--- src/rtl/updn_pulse_counter.sv ---
module updn_pulse_counter #(
  parameter int WIDTH       = 4,
  parameter int SYNC_STAGES = 2
) (
  input  logic             clk,
  input  logic             clr,
  input  logic             load_n,
  input  logic             cnt_up,
  input  logic             cnt_dn,
  input  logic [WIDTH-1:0] din,
  output logic [WIDTH-1:0] q,
  output logic             carry_n,
  output logic             borrow_n
);

  localparam logic [WIDTH-1:0] MAXV = {WIDTH{1'b1}};
  localparam logic [WIDTH-1:0] ONE  = {{(WIDTH-1){1'b0}}, 1'b1};

  logic [SYNC_STAGES:0] up_sh, dn_sh;
  logic up_rise, dn_rise;

  always_ff @(posedge clk or posedge clr) begin
    if (clr) begin
      up_sh <= '1;
      dn_sh <= '1;
    end else begin
      up_sh <= {up_sh[SYNC_STAGES-1:0], cnt_up};
      dn_sh <= {dn_sh[SYNC_STAGES-1:0], cnt_dn};
    end
  end

  assign up_rise = up_sh[SYNC_STAGES-1] & ~up_sh[SYNC_STAGES];
  assign dn_rise = dn_sh[SYNC_STAGES-1] & ~dn_sh[SYNC_STAGES];

  always_ff @(posedge clk or posedge clr) begin
    if (clr)
      q <= '0;
    else if (!load_n)
      q <= din;
    else if (up_rise && !dn_rise)
      q <= q + ONE;
    else if (dn_rise && !up_rise)
      q <= q - ONE;
  end

  assign carry_n  = ~((q == MAXV) & ~cnt_up);
  assign borrow_n = ~((q == '0) & ~cnt_dn);

  p_inc_r1: assert property (@(posedge clk) disable iff (clr)
    (load_n && up_rise && !dn_rise) |=> (q == $past(q) + ONE));

  p_dec_r2: assert property (@(posedge clk) disable iff (clr)
    (load_n && dn_rise && !up_rise) |=> (q == $past(q) - ONE));

  p_hold_r3: assert property (@(posedge clk) disable iff (clr)
    (load_n && !up_rise && !dn_rise) |=> $stable(q));

  p_clear_r4: assert property (@(posedge clk) clr |-> (q == '0));

  p_load_r5: assert property (@(posedge clk) disable iff (clr)
    !load_n |=> (q == $past(din)));

  p_both_r8: assert property (@(posedge clk) disable iff (clr)
    (load_n && up_rise && dn_rise) |=> $stable(q));

endmodule

--- config.mk ---
export PLATFORM = sky130hd
export DESIGN_NAME = updn_pulse_counter
export DESIGN_NICKNAME = d
export VERILOG_FILES = /design/src/rtl/updn_pulse_counter.sv
export SDC_FILE = /design/constraint.sdc
export NUM_CORES = 1
export LEC_CHECK = 0
export BUFFER_PORTS_ARGS = -buffer_cell sky130_fd_sc_hd__buf_4
export CAP_MARGIN = 20
export CORE_AREA = 2 2 39 41
export DETAILED_ROUTE_END_ITERATION = 7
export DIE_AREA = 0 0 41 43
export GPL_TIMING_DRIVEN = 1
export MAX_ROUTING_LAYER = met4
export PLACE_DENSITY = 0.78
export SLEW_MARGIN = 25
export SYNTH_ARGS = -nofsm -noshare
export SYNTH_HDL_FRONTEND = slang
export SYNTH_SLANG_ARGS = --single-unit
export TNS_END_PERCENT = 100
--- constraint.sdc ---
create_clock -name clk -period 2.3 [get_ports clk]
set_input_delay 0.115 -clock clk [delete_from_list [all_inputs] [get_ports clk]]
set_output_delay 0.115 -clock clk [all_outputs]
set_load 0.05 [all_outputs]
==> flow_metrics.py <==
metrics = {
    "status": {
        "run_status": "finished clean",
    },
    "worst_setup_path": {
        "crit-reg2reg-launch": "dn_sh[2]",
        "worstPathArrival_ns": 2.13,
        "worst-r2r-setup-slack_ns": 0.29,
        "required_ns": 2.43,
        "timing.critical_path.from_type": "flip-flop",
        "r2r_cells": 7,
        "crit_path_max_fanout": 3,
        "setup.worst_path.end_class": "flip-flop",
        "setup.worst_path.class": "reg -> reg",
        "crit-reg2reg-capture": "q[3]",
    },
    "place": {
        "place_hpwl_um": 757.6,
        "post-place-ws_ns": 0.2958,
        "placed_cells_incl_taps": 75,
        "placed_area_um2": 681.9,
        "place.port_buffers": 14,
        "place_congestion": 0.6914,
    },
    "pwr": {
        "power_density_nw_per_um2": 775.1,
        "power.static_leakage_nw": 0.3319,
        "peakVddDrop_mv": 0.4058,
    },
    "logic_synthesis": {
        "post_synth_xor_xnor_area": 0.05973,
        "synth_top_family_by_area": "simple AND/OR/NAND/NOR gates",
        "share_of_the_synthesized_area_in_the_top_cell_type": 0.2788,
        "synthFlopType": "sky130_fd_sc_hd__dfstp_2",
        "asyncSetResetFlopFracSynth": 1.000,
        "compound_gate_fraction_of_synth_area": 0.04867,
        "ys.warnings.count": 0,
        "number_of_enable_flip_flop_cells_after_synthesis": 0,
        "synth_area_leaders": "sky130_fd_sc_hd__dfstp_2 (28%), sky130_fd_sc_hd__dfrtp_1 (18%), sky130_fd_sc_hd__mux2_4 (5.3%), sky130_fd_sc_hd__nor2b_4 (4.9%), sky130_fd_sc_hd__ha_1 (4.4%)",
        "synth_mux_area_frac": 0.1084,
        "synth.cell_area_um2": 565.5,
        "yosys.cell_types.count": 26,
        "post_synth_and_or_nand_nor_area_fraction": 0.2124,
        "yosysMostFrequentCell": "sky130_fd_sc_hd__dfstp_2",
        "average_cell_area_after_synthesis_um2": 12.29,
        "post_syn_instances": 46,
        "synth.yosys.seq_area_share": 0.4558,
        "ys_top_cells_by_count": "sky130_fd_sc_hd__dfstp_2 (6), sky130_fd_sc_hd__dfrtp_1 (4), sky130_fd_sc_hd__nand4_1 (4)",
        "synth-seq-cells": 10,
        "most_area_hungry_cell_type_in_the_yosys_netlist": "sky130_fd_sc_hd__dfstp_2",
        "synth_net_count": 58,
        "synth_fa_ha_area_frac": 0.07965,
    },
    "sta": {
        "timing.final.crit_share": 0.8735,
        "report.final.slew_viol_count": 0,
        "setup-violations-final": 0,
        "rsz0062_at_grt": "no",
        "timing.max_slew.rel_slack": 0.7687,
        "totalNegativeSetupSlack_ns": 0,
        "tightest_slew_ns": 0.3466,
        "clock-skew-final_ns": 0.01080,
        "fin_ws_ns": 0.2910,
        "hold_violations": 0,
        "fmaxAchievable_mhz": 497.8,
        "final_period_minus_worst_setup_slack_ns": 2.009,
    },
    "final_layout": {
        "post_layout_nonfiller_instances": 82,
        "sequential_cell_area_um2": 257.7,
        "share_of_final_layout_standard_cells_stronger_than_drive_strength_1": 0.4697,
        "layout_net_count": 79,
        "design_area_um2": 738.2,
        "antenna_cells_inserted": 0,
        "nFillCells": 141,
        "multi_input_comb_area_um2": 287.8,
        "synth_to_final_area_change_pct": 30.53,
    },
    "routing": {
        "drtIter0Drc": 2,
        "route.detailed.vias_per_inst": 5.085,
        "drtAntennaViolNets": 0,
        "wire_length_per_cell_um": 11.95,
        "finalWirelength_um": 980,
        "vias": 417,
        "drc": 0,
        "drt_first_pass_iters": 4,
    },
    "clock_network": {
        "tritoncts_clock_tree": "done",
        "numCtsBuffers": 3,
        "clock-sinks": 10,
        "clkTransAtPathRegs_ns": 0.06,
        "worst_skew_pair.late_latency_ns": 0.26,
        "clk_root_buffer_cell": "sky130_fd_sc_hd__clkbuf_4",
        "cts.path.max_buffers": 2,
        "htree_num_levels": 1,
    },
    "grt": {
        "globalRoute.totalOverflow": 0,
        "global_route.usage.total": 0.1538,
        "grt_start_max_net_pins": 11,
        "initial_antenna_violation_count": 0,
        "first_global_vias": 404,
        "grt_first_pass_wirelength_mm": 1.718,
    },
    "floorplanning": {
        "die_area_um2": 1763,
        "io_pins": 15,
        "fp-row-count": 14,
        "initial_core_util": 0.4087,
        "die_width_um": 41,
        "die_h_um": 43,
        "core-area_um2": 1384,
    },
    "run": {
        "max_cap_violations": 0,
    },
    "worst_hold_path": {
        "timing.hold.worst_path_depth": 2,
        "hp-start": "din[2]",
        "worst_hold_path.endpoint": "q[2]",
        "holdCritPathClass": "in -> reg",
    },
}
where the power goes:
group / switching, W / internal, W / total [W]
combinational: 0.000120 / 0.0000968 / 0.000216
clock: 0.0000554 / 0.0000668 / 0.000122
sequential: 0.0000327 / 0.000201 / 0.000234
total: 0.000208 / 0.000364 / 0.000572
worst max-delay path: stages (launching register included):
cell and delay (ns):
sky130_fd_sc_hd__dfstp_2 0.55, sky130_fd_sc_hd__nand2b_1 0.15, sky130_fd_sc_hd__nand2_1 0.11, sky130_fd_sc_hd__ha_1 0.29, sky130_fd_sc_hd__a21o_1 0.15, sky130_fd_sc_hd__a21oi_1 0.29
sky130_fd_sc_hd__mux2i_1 0.23, sky130_fd_sc_hd__nand4_1 0.11
registers in the layout (all words and copies together) (netlist names):
register / flops
q: 4
up_sh: 3
dn_sh: 3
final cells by class:
| type | instances | area share |
|---|---|---|
| Clock buffer | 4 | 0.03559 |
| Inverter | 1 | 0.005085 |
| Multi-Input combinational cell | 33 | 0.3898 |
| Sequential cell | 10 | 0.3492 |
| Tap cell | 16 | 0.02712 |
| Timing Repair Buffer | 18 | 0.1932 |
timing repair:
item,CTS,global route
endpoints found under the hold margin,6,0
buffers inserted,0,0
resized for setup,0,0
hold buffers,3,0
per-layer routing:
layer  vias up  routed length [um]  global-route usage
met5         -                   0                   -
met4         0                   0             0.04000
met3         0                  72             0.07853
met2        14                 524              0.2344
met1       202                 383              0.1729
li1        201                   -                   -
logic make-up after synthesis:
family | count (synthesis)
and+or+nand+nor | 18
buffers and inverters | 3
DFF | 10
adders and majority gates | 3
AOI/OAI and AO/OA | 4
xor gates and xnor gates | 3
muxes | 5
metrics by stage:
| step | power, W | hold slack [ns] | utilization |
|---|---|---|---|
| 2_1_floorplan | 0.0003885 | -0.04912 | - |
| 3_3_place_gp | 0.0004452 | 0.1000 | 0.4928 |
| 3_5_place_dp | 0.0004508 | 0.1031 | 0.4928 |
| 4_1_cts | 0.0005812 | 0.06642 | 0.5335 |
| 5_1_grt | 0.0006121 | 0.07085 | 0.5335 |
| 6_report | 0.0005722 | 0.07764 | 0.5335 |
cells in the final DEF, fill, tap and decap left out, types with 2 or more instances in the layout:
| cell | count |
|---|---|
| sky130_fd_sc_hd__nor2b_4 | 2 |
| sky130_fd_sc_hd__dlygate4sd3_1 | 3 |
| sky130_fd_sc_hd__nand4_1 | 4 |
| sky130_fd_sc_hd__dfstp_2 | 6 |
| sky130_fd_sc_hd__ha_1 | 2 |
| sky130_fd_sc_hd__mux2_4 | 2 |
| sky130_fd_sc_hd__dfrtp_1 | 4 |
| sky130_fd_sc_hd__nand2_1 | 3 |
| sky130_fd_sc_hd__a21oi_1 | 2 |
| sky130_fd_sc_hd__clkbuf_4 | 3 |
| sky130_fd_sc_hd__nand2b_1 | 2 |
| sky130_fd_sc_hd__mux2i_1 | 2 |
| sky130_fd_sc_hd__nor2_1 | 2 |
| sky130_fd_sc_hd__buf_4 | 15 |
worst max-delay path by stage:
stage | startpoint | to | slack [ns] | cells past startpoint
6_report | dn_sh[2] | q[3] | 0.29 | 7
5_1_grt | dn_sh[2] | q[3] | 0.18 | 7
4_1_cts | dn_sh[2] | q[3] | 0.29 | 7
3_5_place_dp | dn_sh[2] | q[3] | 0.30 | 7
3_3_place_gp | dn_sh[2] | q[3] | 0.35 | 7
2_1_floorplan | up_sh[1] | q[2] | 0.31 | 7
(Power assumes the default switching activity.)
